File: src/rtl/irq_entry_pkg.sv
package irq_entry_pkg;

    // Sequencer states of the entry flow
    typedef enum logic [1:0] {
        ST_RUN  = 2'd0,   // normal execution, requests sampled at phase 3
        ST_DEAD = 2'd1,   // inserted empty cycle, issue suppressed
        ST_TAIL = 2'd2,   // second half of an interrupted two-cycle instruction
        ST_VEC  = 2'd3    // vector fetch cycle, issue suppressed
    } entry_st_e;

    localparam int unsigned PHASE_W = 2;

endpackage

File: src/rtl/irq_phase_gen.sv
module irq_phase_gen #(
    parameter int unsigned PH_W = 2
) (
    input  logic            clk,
    input  logic            rst_n,
    output logic [PH_W-1:0] phase,
    output logic            first_ph,
    output logic            last_ph
);
    localparam logic [PH_W-1:0] PH_LAST = {PH_W{1'b1}};

    logic [PH_W-1:0] phase_d, phase_q;

    always_comb begin
        phase_d = phase_q + 1'b1;
    end

    always_ff @(posedge clk or negedge rst_n) begin
        if (!rst_n) phase_q <= '0;
        else        phase_q <= phase_d;
    end

    assign phase    = phase_q;
    assign first_ph = (phase_q == '0);
    assign last_ph  = (phase_q == PH_LAST);

    // Phase advances by exactly one per clock and wraps
    assert_phase_step_R1: assert property (@(posedge clk) disable iff (!rst_n)
        1'b1 |=> phase_q == PH_W'($past(phase_q) + 1'b1));

endmodule

File: src/rtl/irq_pin_sync.sv
module irq_pin_sync #(
    parameter int unsigned STAGES = 2
) (
    input  logic clk,
    input  logic rst_n,
    input  logic pin_async,
    output logic pin_sync
);
    logic [STAGES-1:0] st_d, st_q;

    always_comb begin
        st_d = STAGES'({st_q, pin_async});
    end

    always_ff @(posedge clk or negedge rst_n) begin
        if (!rst_n) st_q <= '0;
        else        st_q <= st_d;
    end

    assign pin_sync = st_q[STAGES-1];

    generate
        for (genvar i = 1; i < STAGES; i++) begin : g_chk
            // Each stage carries the previous stage one clock later
            assert_sync_shift_R2: assert property (@(posedge clk) disable iff (!rst_n)
                1'b1 |=> st_q[i] == $past(st_q[i-1]));
        end
    endgenerate

endmodule

File: src/rtl/irq_src_merge.sv
module irq_src_merge #(
    parameter int unsigned N_SRC = 4
) (
    input  logic [N_SRC-1:0] flags,
    input  logic [N_SRC-1:0] enables,
    input  logic             ext_req,
    input  logic             ext_en,
    output logic             any_req
);
    logic [N_SRC-1:0] masked;

    generate
        for (genvar i = 0; i < N_SRC; i++) begin : g_mask
            assign masked[i] = flags[i] & enables[i];
        end
    endgenerate

    assign any_req = (|masked) | (ext_req & ext_en);

endmodule

File: src/rtl/irq_entry_seq.sv
module irq_entry_seq
    import irq_entry_pkg::*;
#(
    parameter int unsigned   N_SRC       = 4,
    parameter int unsigned   PC_W        = 13,
    parameter int unsigned   SYNC_STAGES = 2,
    parameter logic [PC_W-1:0] VECTOR    = 13'h004
) (
    input  logic             clk,
    input  logic             rst_n,
    input  logic             ext_pin,
    input  logic             ext_en,
    input  logic [N_SRC-1:0] int_flag,
    input  logic [N_SRC-1:0] int_en,
    input  logic             gie,
    input  logic             insn_two,
    input  logic [PC_W-1:0]  next_pc,
    output logic [1:0]       phase,
    output logic             issue_stall,
    output logic             push_req,
    output logic [PC_W-1:0]  push_addr,
    output logic             vec_load,
    output logic [PC_W-1:0]  vec_addr,
    output logic             gie_clr
);
    typedef struct packed {
        entry_st_e       st;
        logic            second;  // current cycle is the second of a two-cycle instruction
        logic [PC_W-1:0] ret;     // captured return address
    } seq_t;

    logic [PHASE_W-1:0] ph;
    logic first_ph, last_ph;
    logic ext_sync, any_req;
    logic take, begins_two;
    seq_t d, q;

    irq_phase_gen #(.PH_W(PHASE_W)) u_phase (
        .clk(clk), .rst_n(rst_n), .phase(ph), .first_ph(first_ph), .last_ph(last_ph)
    );

    irq_pin_sync #(.STAGES(SYNC_STAGES)) u_sync (
        .clk(clk), .rst_n(rst_n), .pin_async(ext_pin), .pin_sync(ext_sync)
    );

    irq_src_merge #(.N_SRC(N_SRC)) u_merge (
        .flags(int_flag), .enables(int_en), .ext_req(ext_sync), .ext_en(ext_en),
        .any_req(any_req)
    );

    always_comb begin
        d          = q;
        take       = 1'b0;
        begins_two = !q.second && insn_two;
        if (last_ph) begin
            unique case (q.st)
                ST_RUN: begin
                    take = gie && any_req;
                    if (take) begin
                        d.st     = begins_two ? ST_TAIL : ST_DEAD;
                        d.second = 1'b0;
                    end else begin
                        d.second = begins_two;
                    end
                end
                ST_DEAD, ST_TAIL: begin
                    d.st  = ST_VEC;
                    d.ret = next_pc;
                end
                ST_VEC: begin
                    d.st     = ST_RUN;
                    d.second = 1'b0;
                end
                default: d.st = ST_RUN;
            endcase
        end
    end

    always_ff @(posedge clk or negedge rst_n) begin
        if (!rst_n) q <= '{st: ST_RUN, second: 1'b0, ret: '0};
        else        q <= d;
    end

    assign phase       = ph;
    assign issue_stall = (q.st == ST_DEAD) || (q.st == ST_VEC);
    assign push_req    = (q.st == ST_VEC) && first_ph;
    assign vec_load    = (q.st == ST_VEC) && first_ph;
    assign gie_clr     = (q.st == ST_VEC) && first_ph;
    assign push_addr   = q.ret;
    assign vec_addr    = VECTOR;

    // Vector load always follows a dead or tail cycle
    assert_vec_after_prep_R4: assert property (@(posedge clk) disable iff (!rst_n)
        vec_load |-> ($past(q.st) == ST_DEAD || $past(q.st) == ST_TAIL));

    // A stall always begins on a cycle boundary
    assert_stall_aligned_R5: assert property (@(posedge clk) disable iff (!rst_n)
        $rose(issue_stall) |-> ph == '0);

    // Return address does not move during the vector fetch cycle
    assert_ret_stable_R6: assert property (@(posedge clk) disable iff (!rst_n)
        (q.st == ST_VEC && !first_ph) |-> $stable(q.ret));

    // Vector load lasts a single clock
    assert_vec_pulse_R7: assert property (@(posedge clk) disable iff (!rst_n)
        vec_load |=> !vec_load);

    // Enable is cleared only for a request taken while enabled
    assert_gie_clr_R8: assert property (@(posedge clk) disable iff (!rst_n)
        gie_clr |-> $past(gie, 5));

    // No new acceptance while an entry is in progress
    assert_no_retake_R9: assert property (@(posedge clk) disable iff (!rst_n)
        (q.st == ST_DEAD || q.st == ST_TAIL) |=> q.st != ST_RUN);

endmodule

File: config.mk
export PLATFORM = sky130hd
export DESIGN_NAME = irq_entry_seq
export DESIGN_NICKNAME = d
export VERILOG_FILES = /design/src/rtl/irq_entry_pkg.sv /design/src/rtl/irq_phase_gen.sv /design/src/rtl/irq_pin_sync.sv /design/src/rtl/irq_src_merge.sv /design/src/rtl/irq_entry_seq.sv
export SDC_FILE = /design/constraint.sdc
export NUM_CORES = 1
export LEC_CHECK = 0
export CORE_MARGIN = 2
export CORE_UTILIZATION = 55
export DETAILED_ROUTE_END_ITERATION = 8
export DONT_BUFFER_PORTS = 1
export GPL_ROUTABILITY_DRIVEN = 0
export PLACE_DENSITY = 0.73
export RECOVER_POWER = 50
export SLEW_MARGIN = 20
export SYNTH_ARGS = -nofsm -noshare
export SYNTH_HDL_FRONTEND = slang
export SYNTH_SLANG_ARGS = --single-unit
File: constraint.sdc
create_clock -name clk -period 1.5 [get_ports clk]
set_input_delay 0.075 -clock clk [delete_from_list [all_inputs] [get_ports clk]]
set_output_delay 0.075 -clock clk [all_outputs]
set_load 0.01 [all_outputs]
**Word-level counts from Yosys, hierarchy flattened**

Cells that the tools add are included.
Widths: inputs -> output; s select.

- Register bits: 20
- Bits in latches: 0
- RAM bits: 0
- Memory bits (read-only): 0
- Input bits: 27
- Memories: 0

- Add/subtract/negate cells: 1
- $mul: 0
- Div/mod/pow operators: 0
- Magnitude comparators: 0
- Eq/ne operators: 5
- Shift-type cells: 0
- Muxes and demuxes: 5
- Bitwise gates (word level): 6
- Reductions and logical operators: 13

Operators by type and width:

| cell | number |
|---|---|
| $eq 2x2->1 const B | 3 |
| $pmux 2 s3 | 1 |
| $reduce_and 2->1 | 3 |
| $and 1x1->1 | 5 |
| $logic_not 2->1 | 2 |
| $mux 2 | 2 |
| $reduce_or 4->1 | 1 |
| $logic_and 1x1->1 | 3 |
| $add 2x1->2 const B | 1 |
| $eq 2x1->1 const B | 1 |
| $ne 2x2->1 const B | 1 |
| $pmux 1 s2 | 1 |
| $reduce_bool 2->1 | 1 |
| $reduce_or 2->1 | 1 |
| $logic_not 1->1 | 1 |
| $logic_or 1x1->1 | 1 |
| $mux 1 | 1 |
| $or 1x1->1 | 1 |

**Longest topological paths before layout**

Gate-level depths: netlist of the first run.

- Word-level depth: 6
- Depth in mapped cells: 5

**Modules after synthesis**

A second synthesis of the first run with hierarchy kept.

- Cell total of the unflattened synthesis: 91
- Area, all modules: 1067.3 sq um

By module, submodules not included:

| module | instances | cells each | area an instance (sq um) | seq. area each (sq um) |
|---|---|---|---|---|
| irq_entry_seq | 1 | 80 | 913.4 | 400.4 |
| irq_phase_gen | 1 | 6 | 82.6 | 50.0 |
| irq_pin_sync | 1 | 2 | 50.0 | 50.0 |
| irq_src_merge | 1 | 3 | 21.3 | 0.0 |

**Worst setup path after synthesis of the first run**

Ideal clock, no wire load.

- Path type: register to register
- Start point: register q[14] (netlist bit)
- End point: register q[13] (netlist bit)
- Data arrival time: 1.507 ns
- Setup slack: -0.090 ns
- Cell stages (with the launch flop): 6
- Path buffers: 0
- Period minus slack after synthesis: 1.590 ns
- Cell sequence: dfrtp_1 -> inv_1 -> ha_1 -> nand2b_1 -> or4b_1 -> o21ai_0

- Longest elaborated chain between the ends: 3
- Elaborated cells on any way between the ends: 5
- Classes of those cells: eq/ne (1); mux (1); reduce/logical (3)

RTL lines:

| what | line | text |
|---|---|---|
| start, declared | irq_entry_seq.sv:36 | `seq_t d, q;` |
| start signal, assigned | irq_entry_seq.sv:80 | `if (!rst_n) q <= '{st: ST_RUN, second: 1'b0, ret: '0};` |
| $eq 2x2->1 / $logic_not 2->1 (equally long branches) | n/a |  |
| $reduce_bool 2->1 (no line) | n/a |  |
| $reduce_and 2->1 (no line) | n/a |  |

Parallel ways exist; a longest one is shown, timed or not.
A chain may end at the register's enable or synchronous reset.

**Final worst setup path of the first run**

- Start point: register q[14] (netlist bit)
- End point: register q[15] (netlist bit)

- Longest elaborated chain between the ends: 3
- Elaborated cells on any way between the ends: 8
- Classes of those cells: eq/ne (4); mux (1); reduce/logical (3)

RTL lines:

| what | line | text |
|---|---|---|
| $eq 2x1->1, or another cell as far along | irq_entry_seq.sv:56 | `unique case (q.st)` |
| $reduce_or 2->1 / $ne 2x2->1 (equally long branches) | n/a |  |
| $pmux 2 s3 / $reduce_and 2->1 (equally long branches) | n/a |  |

Parallel ways exist; a longest one is shown, timed or not.

==> results of run 1 <==
==> cells by family after synthesis <==
group           count (synthesis)
mux                            15
buf+inv                        35
simple gates                    8
other cells                     2
fa+ha+maj                       6
compound gates                  7
flops                          20
==> critical path: cells and delay by family, from the launching register on <==
| kind | cells | cell delay [ns] |
|---|---|---|
| flip-flops | 1 | 0.38 |
| AO/OA/AOI/OAI | 1 | 0.32 |
| adder cells (fa/ha/maj) | 1 | 0.16 |
| multiplexers | 1 | 0.37 |
| buffers and inverters | 1 | 0.06 |
| AND/OR/NAND/NOR | 1 | 0.13 |
==> power groups by stage <==
stage          clock network (mW)  logic [mW]  registers [mW]
4_1_cts                     0.316       0.618           0.982
6_report                    0.300       0.686           0.983
3_3_place_gp                    0       0.541           0.983
3_5_place_dp                    0       0.572           0.992
2_1_floorplan                   0       0.796           0.848
5_1_grt                     0.330       0.765            1.01
==> registers in the layout, summed over array words and instances (netlist names) <==
name,count
u_sync.st_q,2
push_addr,13
u_phase.phase,2
q,3
==> per-layer routing <==
metal	up-vias	global-route usage, %	routed length [um]
li1	288	-	-
met1	288	19.1	674
met2	31	25.5	882
met3	2	3.09	140
met4	0	7.14	12
met5	-	0	0
==> per-stage QoR <==
stage,cells,total power [mW]
after floorplan,104,1.64
after global placement,109,1.52
after detailed placement,109,1.56
after CTS,129,1.92
after global routing,131,2.11
final,131,1.97
==> worst paths after layout <==
| check | start | to | cells after the start |
|---|---|---|---|
| worst min register to register | u_sync.st_q[0]$_DFF_PN0_ | u_sync.st_q[1]$_DFF_PN0_ | 0 |
| max in group asynchronous | rst_n | push_addr[5]$_DFFE_PN0P_ | 1 |
| worst min-delay path | gie | q[13]$_DFFE_PN0P_ | 2 |
| worst max-delay path | q[14]$_DFFE_PN0P_ | q[15]$_DFFE_PN0P_ | 5 |
| worst max register to register | q[14]$_DFFE_PN0P_ | q[15]$_DFFE_PN0P_ | 5 |
| min in group asynchronous | rst_n | push_addr[8]$_DFFE_PN0P_ | 1 |
==> synth_stat cells <==
master    number
nand2b_1       1
buf_2          1
a222oi_1       1
nor2b_1        1
nand2_1        2
conb_1         2
mux2_2        14
a22oi_1        1
buf_4         28
or4b_1         1
inv_1          6
mux2i_1        1
or2_2          1
o21ai_0        3
a21boi_0       1
a311oi_1       1
dfrtp_1       20
and2_1         1
ha_1           6
nand3b_1       1
==> final cells by class <==
| type | instances | area, um2 | area share (%) |
|---|---|---|---|
| clock buffers | 4 | 36.3 | 2.88 |
| repair buffers | 25 | 236 | 18.8 |
| inverters | 6 | 22.5 | 1.79 |
| multi-input cells | 49 | 429 | 34.1 |
| well taps | 27 | 33.8 | 2.68 |
| flip-flops and latches | 20 | 500 | 39.8 |
==> repair_timing <==
item,CTS,global route
gates resized for setup,2,4
setup endpoints to repair,2,6
pin swaps,3,2
hold buffers,16,0
setup buffers,0,2
hold endpoints to repair,35,0
==> summary.md, run 1 <==
• status: finished with violations
• violations in the final reports: negative setup slack
• Synthesis Warnings: 0
• IO Port Bufs: 0
• DR pass1 iterations: 4
• most frequent standard cell in the layout excluding fill and tap cells: dfrtp_1
• cell-internal power: 1.32 mW
• Bufs on Longest Clock Path: 2
• global-route wire length before repair: 2.77 mm
• Residual DRC: 0
• Max H-tree Level: 1
• CTS clock-pin slew for the worst setup and hold paths: 0.11 ns
• num ports: 59
• endpoints failing setup: 1
• via count: 609
• combined area of all synthesized cells: 1090 um2
• height of the die: 48.5 um
• routed wire length: 1.71 mm
• hold violation total from the final report: 0
• Slowest Stage Delay on Critical Path: 0.38 ns
• starting utilization of the core area: 56.6%
• Min-Delay Path Class: input port to flop
• biggest area consumer among synthesized cells: dfrtp_1
• slack of the critical path: -0.0302 ns
• die width: 48.5 um
• Crit Path Class: flop to flop
• share of cell area taken by muxes after synthesis: 15.4%
• actual transition at the worst max-transition pin: 0.867 ns
• total power per unit cell area: 1570 nW/um2
• CP required: 1.68 ns
• later-pin clock latency in the skew report: 0.29 ns
• post-DR wirelength/cell: 13.1 um
• Comb power frac: 34.8%
• synthesized-area fraction occupied by and/or/nand/nor cells: 4.60%
• Worst Path Arrival: 1.71 ns
• synthesized area per cell: 11.7 um2
• Distinct cells, synth: 20
• area of the core: 1920 um2
• antenna diode count: 0
• Critical-path top delay cell: dfrtp_1
• maximum number of pins on one net before global-route repair: 21
• share of final-layout standard cells stronger than drive strength 1: 34.6%
• period utilisation layout: 102%
• GRT Util Overall: 15.2%
• number of synthesized register bits: 20
• achievable clock frequency: 0.654 GHz
• Compound-Gate Fraction of Synth Area: 4.49%
• share of synthesized area occupied by flip-flops and latches: 46.0%
• xor and xnor fraction of the mapped netlist area: 0%
• vias in the first global route: 603
• post-placement setup slack: -0.0359 ns
• average vias per placed instance: 4.65
• Clock Skews: 0.00577 ns
• fraction of power spent switching nets: 32.8%
• fraction of power consumed by the clock network: 15.2%
• area of all placed cells without fillers: 1260 um2
• Critical Path Source Type: flop
• switching power: 0.647 mW
• number of DRC violations after detailed-routing iteration 0: 2
• Max-Cap Viols: 0
• P&R area growth vs syn: 15.8%
• HPWL Detailed: 1.18 mm
• cells along the critical path: inv_2 -> ha_4 -> nor2b_1 -> a311oi_2 -> mux2_2
• largest fanout on the critical path: 2
• clk sinks: 20
• tightest slew margin relative to the limit: 42.0%
• leading post-synthesis cells by cell area: dfrtp_1, buf_4, mux2_2
• number of max-slew violations in the final report: 0
• number of inserted filler cells in the final layout: 160
• final hold slack: 0.0506 ns
• slack of the worst reg-to-reg path: -0.03 ns
• relative contribution of sequential cells to total power: 49.9%
• number of nets at the end of the flow: 138
• cell area after placement: 1040 um2
• Post-DRT Antenna Nets: 0
• utilization after layout: 65.5%
• Cell Rows: 16
• cell count after synthesis: 93
• top cell type's share of synthesized area: 46.0%
• antenna violations before repair: 0
• root buffer selected by CTS: clkbuf_4
• clock tree from TritonCTS: done
• worst voltage drop across the vdd grid: 0.000857 V
• overall overflow remaining after global route: 0
• Die Footprint: 2350 um2
• static leakage: 0.576 nW
• post-route setup TNS: -0.0302 ns
• dominant combinational cell family by area after synthesis: buffers and inverters
• unrepaired setup endpoints after global routing: yes
• min Tclk post-route: 1.53 ns
• type of element capturing the critical path: flop
• adder and majority cell fraction of the synthesized area: 6.90%
• commonest non-fill, non-tap cells in the layout: dfrtp_1, dlygate4sd3_1, mux2_2
• number of buffers created by CTS: 3
No activity file was read; power rests on OpenSTA's default activity.
==> run 2: changes to the inputs <==
--- a/config.mk
+++ b/config.mk
@@ -5,6 +5,7 @@
 export SDC_FILE = /design/constraint.sdc
 export NUM_CORES = 1
 export LEC_CHECK = 0
+export ABC_AREA = 1
 export CORE_MARGIN = 2
 export CORE_UTILIZATION = 55
 export DETAILED_ROUTE_END_ITERATION = 8
==> run 2 against run 1 <==
  * The run now ends clean
  * Final area decreased by 0.99%
  * Worst hold slack worse by 0.026 ns
  * Cell count up 7.6%
  * Fmax up 6.9%
  * Non-clock buffer count decreased by 4
  * Combinational power fell by 3%
  * Critical path depth stayed put
  * Critical endpoint is now push_addr[9]$_DFFE_PN0P_
  * Largest cell class unchanged
  * Highest routed layer unchanged
==> summary.md, run 2 <==
• status: completed
• top cell type's share of synthesized area: 43.7%, -2.3 points
• biggest area consumer among synthesized cells: dfrtp_1
• Compound-Gate Fraction of Synth Area: 1.53%, -3.0 points
• area of the core: 1960 um2, +2.1%
• area of all placed cells without fillers: 1250 um2, -0.99%
• type of element capturing the critical path: flop
• number of enable flip-flop cells after synthesis: 0, unchanged
• routed wire length: 1.74 mm, +1.8%
• starting utilization of the core area: 58.4%, +1.8 points
• Clock Skews: 0.00309 ns, -0.00268 ns
• number of max-slew violations in the final report: 0, unchanged
• HPWL Detailed: 1.26 mm, +6.9%
• share of synthesized area occupied by flip-flops and latches: 43.7%, -2.3 points
• most repeated cell in the gate-level netlist after synthesis: buf_4
• ys flop type: dfrtp_1
• maximum number of pins on one net before global-route repair: 21, unchanged
• Cell Rows: 16, unchanged
• Bufs on Longest Clock Path: 2, unchanged
• hold violation total from the final report: 0, unchanged
• number of nets at the end of the flow: 148, +7.2%
• overall overflow remaining after global route: 0, unchanged
• overall power after layout: 1.96 mW, -0.49%
• root buffer selected by CTS: clkbuf_4
• Min-Delay Path Class: input port to flop
• vias in the first global route: 681, +13%
• synthesized area per cell: 10.7 um2, -8.5%
• dominant combinational cell family by area after synthesis: buffers and inverters
• CP required: 1.68 ns, about the same
• DR pass1 iterations: 4, unchanged
• most frequent standard cell in the layout excluding fill and tap cells: dfrtp_1
• antenna diode count: 0, unchanged
• Die Footprint: 2460 um2, +4.9%
• min Tclk post-route: 1.43 ns, -0.0992 ns
• share of synthesized flip-flops with an asynchronous set or reset: 100%, unchanged
• origin of the critical flop-to-flop path: q[15]$_DFFE_PN0P_
• die width: 49.6 um, +2.4%
• clock tree from TritonCTS: done
• total power per unit cell area: 1570 nW/um2, +0.51%
• grt met3 use: 7.27%, +4.2 points
• commonest cells in the synthesized netlist: buf_4, dfrtp_1, nand2_1, mux2_4, inv_1
• leading post-synthesis cells by cell area: dfrtp_1, buf_4, mux2_4
• number of DRC violations after detailed-routing iteration 0: 1, -1
• met2 GRT Util: 27.6%, +2.1 points
• actual transition at the worst max-transition pin: 0.870 ns, +0.00244 ns
• average vias per placed instance: 4.64, -0.23%
• Max H-tree Level: 1, unchanged
• unrepaired setup endpoints after global routing: no
• commonest non-fill, non-tap cells in the layout: dfrtp_1, nand2_1, dlygate4sd3_1
• Max-Cap Viols: 0, unchanged
• slack of the worst reg-to-reg path: 0.07 ns, +0.10 ns
• Critical Path Source Type: flop
• worst voltage drop across the vdd grid: 0.000971 V, +13%
• Min-Delay Endpoint: q[13]$_DFFE_PN0P_
• achievable clock frequency: 0.699 GHz, +6.9%
• met1 track demand over resource in global routing: 15.4%, -3.6 points
• later-pin clock latency in the skew report: 0.28 ns, about the same
• combined area of all synthesized cells: 1140 um2, +5.3%
• Residual DRC: 0, unchanged
• cell count after synthesis: 107, +15%
• endpoints failing setup: 0, -1
• synthesized-area fraction occupied by and/or/nand/nor cells: 9.18%, +4.6 points
• IO Port Bufs: 0, unchanged
• GRT Util Overall: 15.6%, +0.38 points
• slack of the critical path: 0.0690 ns, +0.0992 ns
• share of cell area taken by muxes after synthesis: 16.1%, +0.65 points
• number of buffers created by CTS: 3, unchanged
• startpoint of the tightest hold check path: insn_two
• max reg flops: 13, unchanged
• Worst Path Arrival: 1.61 ns, -0.10 ns
• logic depth of the worst register-to-register path: 5, unchanged
• Hold Path Stages: 4, +2
• reg-to-reg critical path endpoint: push_addr[9]$_DFFE_PN0P_
• clk sinks: 20, unchanged
• period utilisation layout: 95.4%, -6.6 points
• post-DR wirelength/cell: 12.3 um, -5.5%
• share of final-layout standard cells stronger than drive strength 1: 21.9%, -13 points
• Post-DRT Antenna Nets: 0, unchanged
• global-route wire length before repair: 2.82 mm, +1.8%
• xor and xnor fraction of the mapped netlist area: 0%, unchanged
• Distinct cells, synth: 16, -20%
• launch point of the critical path: q[15]$_DFFE_PN0P_
• largest fanout on the critical path: 10, +8
• static leakage: 0.665 nW, +15%
• number of synthesized register bits: 20, unchanged
• number of inserted filler cells in the final layout: 154, -3.8%
• number of standard cells in the layout, taps in and fillers out: 141, +7.6%
• CTS clock-pin slew for the worst setup and hold paths: 0.11 ns, about the same
• post-route setup TNS: 0 ns, +0.0302 ns
• num ports: 59, unchanged
• Synthesis Warnings: 0, unchanged
• height of the die: 49.6 um, +2.4%
• P&R area growth vs syn: 8.85%
• number of cells after detailed placement: 121, +11%
• busiest metal layer after global routing: met2
• cell area after placement: 1050 um2, +0.96%
• via count: 654, +7.4%
• post-placement setup slack: 0.0263 ns, +0.0622 ns
• Crit Path Class: flop to flop
• antenna violations before repair: 0, unchanged
• adder and majority cell fraction of the synthesized area: 6.56%, -0.35 points
• tightest slew margin relative to the limit: 41.8%, -0.16 points
==> run 2: critical path, stage by stage (launching register included) <==
cell and delay [ns]:
dfrtp_1 0.39, inv_2 0.06, ha_1 0.32, nand2_4 0.11, buf_12 0.15, mux2_4 0.30
==> run 2: cell families after synthesis <==
logic type	after synthesis
multiplexers	13
buffers and inverters	38
AO/OA/AOI/OAI	3
flip-flops	20
other	2
AND/OR/NAND/NOR	25
adder cells (fa/ha/maj)	6
==> run 2: layer usage <==
metal,vias up,share of wire (%),wire length (um)
met2,45,54,931
met4,0,0.75,13
li1,306,-,-
met3,2,11,190
met1,301,35,605
met5,-,0,0
==> run 2: worst max path at each step <==
stage / to / slack [ns] / cells after the start
finish: push_addr[9]$_DFFE_PN0P_ / 0.07 / 5
global route: push_req / 0.01 / 5
CTS: push_addr[9]$_DFFE_PN0P_ / 0.02 / 5
detailed placement: push_addr[9]$_DFFE_PN0P_ / 0.03 / 5
global placement: push_addr[12]$_DFFE_PN0P_ / 0.08 / 5
floorplan: push_addr[10]$_DFFE_PN0P_ / 0.04 / 5
==> run 2: cell type report <==
class                      instances  area (um2)  share of cell area (%)
clock buffer                       4        36.3                    2.91
timing repair buffer              21         204                    16.4
inverter                           9        33.8                    2.71
sequential                        20         500                    40.2
tap                               27        33.8                    2.71
multi-input combinational         60         438                    35.1
==> run 2: per-stage QoR <==
stage	utilization, %	hold WS, ns
CTS	62.9	0.0232
global route	63.5	0.0503
floorplan	-	-0.221
detailed placement	53.4	-0.220
finish	63.5	0.0248
global placement	53.4	-0.220
==> run 2: what timing repair did <==
item | 4_1_cts | 5_1_grt
hold buffers | 15 | 0
endpoints found under the hold margin | 34 | 0
setup endpoints to repair | 0 | 11
gates resized for setup | 0 | 3
setup buffers | 0 | 1
==> run 2: power by group <==
part / internal, mW / leakage, nW / switching [mW] / total [mW]
registers: 0.754 / 0.236 / 0.242 / 0.996
logic: 0.395 / 0.407 / 0.272 / 0.667
clock network: 0.148 / 0.0210 / 0.150 / 0.298
